### src/rtl/sdram_mode_pkg.sv
package sdram_mode_pkg;

  typedef struct packed {
    logic [2:0] bl;
    logic       interleave;
    logic [2:0] cl;
    logic       single_wr;
  } mode_t;

  localparam mode_t MODE_RESET = '{bl: 3'b000, interleave: 1'b0, cl: 3'b010, single_wr: 1'b0};

  function automatic logic word_legal(input logic [9:0] w);
    logic bl_ok;
    logic cl_ok;
    bl_ok = (w[2] == 1'b0) || (w[2:0] == 3'b111 && w[3] == 1'b0);
    cl_ok = (w[6:4] == 3'b010) || (w[6:4] == 3'b011);
    return bl_ok && cl_ok && (w[8:7] == 2'b00);
  endfunction

  function automatic mode_t decode_word(input logic [9:0] w);
    mode_t m;
    m.bl         = w[2:0];
    m.interleave = w[3];
    m.cl         = w[6:4];
    m.single_wr  = w[9];
    return m;
  endfunction

endpackage

### src/rtl/sdram_mode_reg.sv
module sdram_mode_reg
  import sdram_mode_pkg::*;
#(
  parameter int TRSC = 2
) (
  input  logic       clk,
  input  logic       rst_n,
  input  logic       mrs_valid,
  input  logic [9:0] mrs_word,
  input  logic       banks_idle,
  output mode_t      mode,
  output logic       mrs_error,
  output logic       mode_ready
);

  localparam int TW = (TRSC > 0) ? $clog2(TRSC + 1) : 1;

  logic  accept;
  mode_t mode_q;

  assign accept = mrs_valid && banks_idle && mode_ready && word_legal(mrs_word);
  assign mode   = mode_q;

  always_ff @(posedge clk) begin
    if (!rst_n) begin
      mode_q    <= MODE_RESET;
      mrs_error <= 1'b0;
    end else begin
      mrs_error <= mrs_valid && !accept;
      if (accept) mode_q <= decode_word(mrs_word);
    end
  end

  generate
    if (TRSC == 0) begin : g_no_wait
      assign mode_ready = 1'b1;
    end else begin : g_wait
      logic [TW-1:0] wait_q;
      always_ff @(posedge clk) begin
        if (!rst_n)              wait_q <= '0;
        else if (accept)         wait_q <= TW'(TRSC);
        else if (wait_q != '0)   wait_q <= wait_q - 1'b1;
      end
      assign mode_ready = (wait_q == '0);

      assert_settle_low_R9: assert property (@(posedge clk) disable iff (!rst_n)
        accept |=> !mode_ready);
    end
  endgenerate

  assert_keep_on_reject_R8: assert property (@(posedge clk) disable iff (!rst_n)
    mrs_error |-> $stable(mode_q));
  assert_cl_legal_R2: assert property (@(posedge clk) disable iff (!rst_n)
    (mode_q.cl == 3'b010) || (mode_q.cl == 3'b011));
  assert_page_seq_only_R6: assert property (@(posedge clk) disable iff (!rst_n)
    (mode_q.bl == 3'b111) |-> !mode_q.interleave);

endmodule

### src/rtl/sdram_burst_gen.sv
module sdram_burst_gen
  import sdram_mode_pkg::*;
#(
  parameter int COL_W  = 9,
  parameter int BANK_W = 2
) (
  input  logic              clk,
  input  logic              rst_n,
  input  mode_t             mode,
  input  logic              start_fire,
  input  logic              start_write,
  input  logic [COL_W-1:0]  start_col,
  input  logic [BANK_W-1:0] start_bank,
  input  logic              burst_term,
  input  logic              pre_cmd,
  input  logic              pre_all,
  input  logic [BANK_W-1:0] pre_bank,
  input  logic              col_ready,
  output logic              busy,
  output logic [COL_W-1:0]  col_addr,
  output logic [BANK_W-1:0] col_bank,
  output logic              col_last
);

  localparam logic [COL_W-1:0] ONE = {{(COL_W-1){1'b0}}, 1'b1};

  logic [COL_W-1:0]  base_q, cnt_q, mask_q, mask_n, seq_sum;
  logic [BANK_W-1:0] bank_q;
  logic              page_q, inter_q, one_beat, kill, fire;

  assign one_beat = start_write && mode.single_wr;
  assign mask_n   = one_beat ? '0 : (ONE << mode.bl[1:0]) - ONE;

  always_ff @(posedge clk) begin
    if (!rst_n) begin
      busy    <= 1'b0;
      base_q  <= '0;
      cnt_q   <= '0;
      mask_q  <= '0;
      bank_q  <= '0;
      page_q  <= 1'b0;
      inter_q <= 1'b0;
    end else if (start_fire) begin
      busy    <= 1'b1;
      base_q  <= start_col;
      cnt_q   <= '0;
      mask_q  <= mask_n;
      bank_q  <= start_bank;
      page_q  <= (mode.bl == 3'b111) && !one_beat;
      inter_q <= mode.interleave;
    end else if (kill) begin
      busy    <= 1'b0;
    end else if (fire) begin
      if (col_last) busy  <= 1'b0;
      else          cnt_q <= cnt_q + 1'b1;
    end
  end

  assign kill    = busy && (burst_term || (pre_cmd && (pre_all || pre_bank == bank_q)));
  assign fire    = busy && col_ready;
  assign seq_sum = base_q + cnt_q;

  always_comb begin
    if (page_q)       col_addr = seq_sum;
    else if (inter_q) col_addr = base_q ^ cnt_q;
    else              col_addr = (base_q & ~mask_q) | (seq_sum & mask_q);
  end

  assign col_bank = bank_q;
  assign col_last = busy && !page_q && (cnt_q == mask_q);

  assert_hold_beat_R11: assert property (@(posedge clk) disable iff (!rst_n)
    (busy && !col_ready && !kill) |=> (busy && $stable(col_addr)));
  assert_end_after_last_R3: assert property (@(posedge clk) disable iff (!rst_n)
    (fire && col_last) |=> !busy);
  assert_kill_ends_R10: assert property (@(posedge clk) disable iff (!rst_n)
    kill |=> !busy);

endmodule

### src/rtl/sdram_mode_burst_seq.sv
module sdram_mode_burst_seq
  import sdram_mode_pkg::*;
#(
  parameter int TRSC   = 2,
  parameter int COL_W  = 9,
  parameter int BANK_W = 2
) (
  input  logic              clk,
  input  logic              rst_n,
  input  logic              mrs_valid,
  input  logic [9:0]        mrs_word,
  input  logic              banks_idle,
  output logic              mrs_error,
  output logic              mode_ready,
  output logic [2:0]        cas_lat,
  output logic              single_write,
  input  logic              start_valid,
  output logic              start_ready,
  input  logic              start_write,
  input  logic [COL_W-1:0]  start_col,
  input  logic [BANK_W-1:0] start_bank,
  input  logic              burst_term,
  input  logic              pre_cmd,
  input  logic              pre_all,
  input  logic [BANK_W-1:0] pre_bank,
  output logic              col_valid,
  input  logic              col_ready,
  output logic [COL_W-1:0]  col_addr,
  output logic [BANK_W-1:0] col_bank,
  output logic              col_last
);

  mode_t mode;
  logic  busy, start_fire;

  sdram_mode_reg #(.TRSC(TRSC)) u_mode (
    .clk        (clk),
    .rst_n      (rst_n),
    .mrs_valid  (mrs_valid),
    .mrs_word   (mrs_word),
    .banks_idle (banks_idle),
    .mode       (mode),
    .mrs_error  (mrs_error),
    .mode_ready (mode_ready)
  );

  assign start_ready  = mode_ready && !busy;
  assign start_fire   = start_valid && start_ready;
  assign cas_lat      = mode.cl;
  assign single_write = mode.single_wr;
  assign col_valid    = busy;

  sdram_burst_gen #(.COL_W(COL_W), .BANK_W(BANK_W)) u_burst (
    .clk         (clk),
    .rst_n       (rst_n),
    .mode        (mode),
    .start_fire  (start_fire),
    .start_write (start_write),
    .start_col   (start_col),
    .start_bank  (start_bank),
    .burst_term  (burst_term),
    .pre_cmd     (pre_cmd),
    .pre_all     (pre_all),
    .pre_bank    (pre_bank),
    .col_ready   (col_ready),
    .busy        (busy),
    .col_addr    (col_addr),
    .col_bank    (col_bank),
    .col_last    (col_last)
  );

  assert_start_opens_R12: assert property (@(posedge clk) disable iff (!rst_n)
    start_fire |=> (col_valid && col_bank == $past(start_bank)));
  assert_last_is_valid_R3: assert property (@(posedge clk) disable iff (!rst_n)
    col_last |-> col_valid);

endmodule

### config.mk
export PLATFORM = sky130hd
export DESIGN_NAME = sdram_mode_burst_seq
export DESIGN_NICKNAME = d
export VERILOG_FILES = /design/src/rtl/sdram_mode_pkg.sv /design/src/rtl/sdram_mode_reg.sv /design/src/rtl/sdram_burst_gen.sv /design/src/rtl/sdram_mode_burst_seq.sv
export SDC_FILE = /design/constraint.sdc
export NUM_CORES = 1
export LEC_CHECK = 0
export CORE_MARGIN = 1
export CORE_UTILIZATION = 35
export DETAILED_ROUTE_END_ITERATION = 10
export PLACE_DENSITY = 0.62
export SLEW_MARGIN = 20
export SYNTH_ARGS = -nofsm -noshare
export SYNTH_HDL_FRONTEND = slang
export SYNTH_SLANG_ARGS = --single-unit
### constraint.sdc
create_clock -name clk -period 3 [get_ports clk]
set_input_delay 0.3 -clock clk [delete_from_list [all_inputs] [get_ports clk]]
set_output_delay 0.3 -clock clk [all_outputs]
set_load 0.005 [all_outputs]
Word level (Yosys, flattened, before mapping)
Cells that the tools add are included.
{ "classes": {"addsub": 4, "n_eq_ne": 6, "n_shift": 1, "mux": 9, "bitwise": 10, "n_reduce_logical": 34} }
{ "op_table": {"columns": ["cell", "count"], "rows": [
  ["$mux W9", 3],
  ["$and A9 B9 Y9", 2],
  ["$logic_and A1 B1 Y1", 16],
  ["$add A9 B1 Y9 const B", 1],
  ["$add A9 B9 Y9", 1],
  ["$eq A9 B9 Y1", 1],
  ["$not A9 Y9", 1],
  ["$or A9 B9 Y9", 1],
  ["$shl A1 B2 Y9 const A", 1],
  ["$sub A9 B1 Y9 const B", 1],
  ["$xor A9 B9 Y9", 1],
  ["$eq A3 B2 Y1 const B", 2],
  ["$eq A3 B3 Y1 const B", 2],
  ["$reduce_bool A3 Y1", 2],
  ["$not A1 Y1", 5],
  ["$logic_not A1 Y1", 4],
  ["$logic_not A2 Y1", 2],
  ["$logic_or A1 B1 Y1", 4],
  ["$mux W1", 4],
  ["$mux W2", 2],
  ["$reduce_bool A2 Y1", 2],
  ["$reduce_or A2 Y1", 2],
  ["$reduce_and A3 Y1", 1],
  ["$eq A2 B2 Y1", 1],
  ["other kinds (2)", 2]
]} }
{ "totals": {"register_bits": 43, "in_bits": 33, "output_inout_bits": 20} }

Longest topological paths before layout
{ "depth": {"depth_word": 8, "mapped_depth": 9} }

Cells and area by module
From an unflattened synthesis, not the netlist that was laid out.
{ "hier_totals": {"hier_cells": 284, "area_unflattened_um2": 2484.9} }
{ "by_module_without_submodules": {"columns": ["module", "n_inst", "cells_each", "area_each_um2", "seq_area_each_um2"], "rows": [
  ["sdram_burst_gen", 1, 242, 2033.2, 600.6],
  ["sdram_mode_reg", 1, 40, 436.7, 220.2],
  ["sdram_mode_burst_seq", 1, 2, 15.0, 0.0]
]} }

Worst setup path before layout
OpenSTA, ideal clock, no wires.
{ "synth_path": {"kind": "reg-to-output", "startpoint": "reg u_burst.cnt_q[0]", "endpoint": "out col_addr[8]", "arrival_time_ps": 1993, "required_time_ps": 2700, "setup_slack_ps": 707, "stages_incl_launch_ff": 10, "path_buffers": 0, "cell_sequence": "dfxtp_1 ha_1 inv_1 fa_1 nor2b_1 o31ai_2 a21oi_1 or4b_1 nand3_1 xor2_1"} }
{ "synth_between": {"elab_chain_len": 5} }
{ "synth_lines": {"columns": ["element", "line_no", "rtl"], "rows": [
  ["from (decl)", "sdram_burst_gen.sv:27", "logic [COL_W-1:0] base_q, cnt_q, mask_q, mask_n, seq_sum;"],
  ["from (signal assigned)", "sdram_burst_gen.sv:55", "else cnt_q <= cnt_q + 1'b1;"],
  ["$add A9 B9 Y9 *", "sdram_burst_gen.sv:61", "assign seq_sum = base_q + cnt_q;"],
  ["$and A9 B9 Y9", "sdram_burst_gen.sv:66", "else col_addr = (base_q & ~mask_q) | (seq_sum & mask_q);"],
  ["$or A9 B9 Y9", "sdram_burst_gen.sv:66", null],
  ["$mux W9", "sdram_burst_gen.sv:65", "else if (inter_q) col_addr = base_q ^ cnt_q;"],
  ["$mux W9 *", "sdram_burst_gen.sv:64", "if (page_q) col_addr = seq_sum;"],
  ["to (decl)", "sdram_mode_burst_seq.sv:28", "output logic [COL_W-1:0] col_addr,"]
]} }
Every way passes the cells marked *; elsewhere a longest branch is shown, timed or not.

Worst setup path in the final report
{ "layout_path": {"startpoint": "reg u_burst.base_q[0]", "endpoint": "out col_addr[8]"} }
{ "layout_between": {"elab_chain_len": 5} }
{ "layout_lines": {"columns": ["element", "line_no", "rtl"], "rows": [
  ["from (decl)", "sdram_burst_gen.sv:27", null],
  ["from (signal assigned)", "sdram_burst_gen.sv:45", "base_q <= start_col;"],
  ["$add A9 B9 Y9 *", "sdram_burst_gen.sv:61", null],
  ["$and A9 B9 Y9", "sdram_burst_gen.sv:66", null],
  ["$or A9 B9 Y9", "sdram_burst_gen.sv:66", null],
  ["$mux W9", "sdram_burst_gen.sv:65", null],
  ["$mux W9 *", "sdram_burst_gen.sv:64", null]
]} }
Marks and branches as above.

==> results.toml <==
[global_route]
grt_pass1_vias = 2043
grt_pass1_wl_um = 9980
grt_overflow = 0
grt_max_degree = 23
track_usage_pct = 17.4
antenna_found_initial = 0

[synthesis]
yosysWarnings = 0
muxShareOfSynthArea_pct = 3.75
syn_area_sq_um = 2440
synth_top_family_by_area = "simple AND/OR/NAND/NOR gates"
seq_area_frac_synth_pct = 33.7
synth_seq_cells = 41
synth_edf_count = 0
synth-xor-area-share_pct = 7.54
synth_fa_ha_area_share_pct = 5.95
synth_cell_types = 49
syn_avg_cell_area_sq_um = 8.21
synthFlopType = "dfxtp_1"
synth-simple-area-share_pct = 26.8
async_reset_ff_share_pct = 0
synth_compound_area_share_pct = 17.3
syn_nets = 341
synthCells = 297

[timing]
worst_pin_slew_ps = 623
slew_viol_final = 0
slew_headroom_pct = 58.4
period_share_pct = 94.9
hold_viol_final = 0
timing.fmax_ghz = 0.351
fin_crit_ps = 2850
clock_skew_ps = 1.93
finalSetupViolCount = 0
fin_setup_tns_ps = 0
hold_ws_ps = 461
grt_setup_unrepaired = "false"

[worst_setup_path]
cp_slowest_stage_delay_ps = 480
worstRegToRegCells = 7
start_kind = "flop"
end_kind = "output pin"
slowest_stage = "or4b_1"
required_ps = 2700
r2r-end = "u_burst.cnt_q[1]"
crit_chain = "ha_1 > inv_1 > fa_2 > nor2b_4 > o31ai_4 > a21oi_2 > or4b_1 > nand3_1 > xor2_1 > dlygate4sd2_1"
ff2ff_setup_slack_ps = 1020
cp.arrival_ps = 2550
critPathKind = "reg2out"
path_max_fanout = 3
r2r_start = "u_burst.page_q"

[floorplan]
coreArea_sq_um = 6760
start_util_pct = 36.1
fp.dieH_um = 85.5
die_w_um = 85.5
row_count = 30
die_area_sq_um = 7310
ioPinCount = 53

[route]
ant_nets = 0
drcViolationCount = 0
wl_per_cell_um = 13.5
num_vias = 2226
drt_iter0_markers = 90
dr.pass1.iters = 4
wl_um = 5880
via_per_inst = 5.11

[clock_network]
cts.sinks = 41
hold_buffers = 0
cts_tree = "yes"
clkLatencyLatePin_ps = 290
cts_buffer_depth = 2
cts_buffers = 5
clk_pin_slew_ps = 80
clock-root-buffer = "clkbuf_8"
h-tree-depth = 2

[min_path]
holdPathEnd = "u_mode.mode[2]"
hold_class = "reg2reg"
hold_start = "u_mode.mode[2]"
holdPathStages = 1

[outcome]
status = "finished clean"

[pwr]
p_per_area_nw_per_um2 = 351
leakage_nw = 1.19
max-vdd-ir-drop_v = 0.000194

[place]
routabilityCongestion = 0.855
portBuffers = 52
hpwl_um = 4510

[layout]
diodes = 0
drive_above_1_share_pct = 11.5
num-nets-final = 399
syn2layout_area_growth_pct = 32.7

[job]
drv_cap = 0
[worst max-delay path by stage]
stage                     cells past startpoint               from     endpoint
after floorplan                               9   u_burst.cnt_q[0]  col_addr[8]
after global placement                       10   u_burst.cnt_q[0]  col_addr[8]
after detailed placement                     10  u_burst.base_q[0]  col_addr[8]
after CTS                                     9  u_burst.base_q[2]  col_addr[7]
after global routing                         10  u_burst.base_q[0]  col_addr[8]
final                                        10  u_burst.base_q[0]  col_addr[8]
[per-layer routing]
layer | vias to the layer above | track usage, % | routed length [um] | part of all wire, %
met4 | 0 | 6.67 | 99 | 1.7
li1 | 1154 | - | - | -
met3 | 8 | 3.79 | 309 | 5.3
met2 | 64 | 28.3 | 2720 | 46
met1 | 1000 | 22.4 | 2750 | 47
met5 | - | 0 | 0 | 0
[state kept, by name, indices dropped and copies added, names as in the netlist]
signal                flops
u_burst.base_q            9
u_burst.mask_q            7
u_mode.mode               8
u_burst.inter_q           1
u_burst.page_q            1
u_burst.busy              1
u_burst.col_bank          2
u_mode.mrs_error          1
u_burst.cnt_q             9
u_mode.g_wait.wait_q      2
[placed cells by master (no fill, tap or decap), types with 2 or more instances in the layout]
| cell type | count |
|---|---|
| o21ai_0 | 5 |
| nand3_1 | 6 |
| nand4_1 | 6 |
| and2_1 | 4 |
| a211oi_1 | 3 |
| nand2_1 | 42 |
| nand3b_1 | 3 |
| or2_2 | 3 |
| nand2b_1 | 3 |
| a21boi_0 | 16 |
| dfxtp_1 | 39 |
| nor2_1 | 22 |
| inv_1 | 10 |
| a21oi_1 | 10 |
| a22oi_1 | 3 |
| nor2b_1 | 9 |
| nand4b_1 | 2 |
| nor3_1 | 14 |
| o21a_1 | 2 |
| a31oi_1 | 4 |
| dfxtp_2 | 2 |
| xnor2_1 | 20 |
| clkdlybuf4s50_1 | 50 |
| nor4b_1 | 3 |
| mux2i_1 | 8 |
| ha_1 | 10 |
| buf_4 | 16 |
| clkbuf_8 | 7 |
| nor4_1 | 2 |
| a21oi_2 | 4 |
| and3_1 | 4 |
[stage by stage]
stage | total power, W | instances | worst slack (ps) | utilization [%] | cell area [sq um]
after floorplan | 0.000652 | 297 | 707 | - | 2440
after global placement | 0.000745 | 427 | 185 | 45.7 | 3090
after detailed placement | 0.000747 | 427 | 161 | 45.7 | 3090
after CTS | 0.00115 | 436 | 15.2 | 47.4 | 3200
after global routing | 0.00119 | 436 | 15.3 | 47.9 | 3240
final | 0.00114 | 436 | 152 | 47.9 | 3240
[layout make-up]
| cell class | count | area (sq um) |
|---|---|---|
| repair buffers | 68 | 642 |
| clock buffers | 7 | 96.3 |
| clock inverters | 1 | 5.00 |
| well taps | 80 | 100 |
| fillers | 662 | 3520 |
| multi-input cells | 229 | 1530 |
| inverters | 10 | 37.5 |
| flip-flops and latches | 41 | 823 |
[synth_stat cells (all sizes together) (3+ instances only)]
master	count	area share, %
nand4	6	1.5
nand3	6	1.2
a21oi	14	3.0
buf	4	1.4
mux2i	8	3.3
ha	10	5.1
nor4b	3	1.1
nor2b	10	2.6
clkbuf	13	2.0
a22oi	3	0.92
a211oi	3	0.92
and3	4	1.0
a31oi	4	1.0
a21boi	17	5.2
o21ai	6	1.2
xnor2	20	7.2
nand2	42	6.5
and2	4	1.0
inv	10	1.5
nand2b	3	0.77
nor2	22	3.4
nor3	15	3.3
dfxtp	41	34
or2	3	0.77
nand3b	3	0.92
[logic make-up after synthesis]
family | after synthesis
AOI/OAI and AO/OA | 59
xor gates and xnor gates | 21
adders and majority gates | 11
buffers and inverters | 27
DFF | 41
muxes | 9
and+or+nand+nor | 129
[critical path: cells and delay by family, from the launching register on]
| kind | cells | cell delay, ps |
|---|---|---|
| compound gates | 2 | 380 |
| xor+xnor | 1 | 140 |
| fa+ha+maj | 2 | 420 |
| buf+inv | 2 | 320 |
| flops | 1 | 330 |
| simple gates | 3 | 660 |
[power breakdown]
part	leakage, nW	internal, W	switching (W)	total, W
Combinational	0.804	0.0000980	0.0000694	0.000167
Clock	0.0542	0.000208	0.000196	0.000404
Sequential	0.333	0.000555	0.00000982	0.000565
Total	1.19	0.000862	0.000275	0.00114
[what timing repair did]
action / 4_1_cts / 5_1_grt
pin swaps: 2 / 2
cloned: 0 / 0
resized for setup: 5 / 8
endpoints found under the setup margin: 2 / 4
hold endpoints to repair: 0 / 0
buffers inserted: 1 / 0
Power figures use the tool's default switching activity.
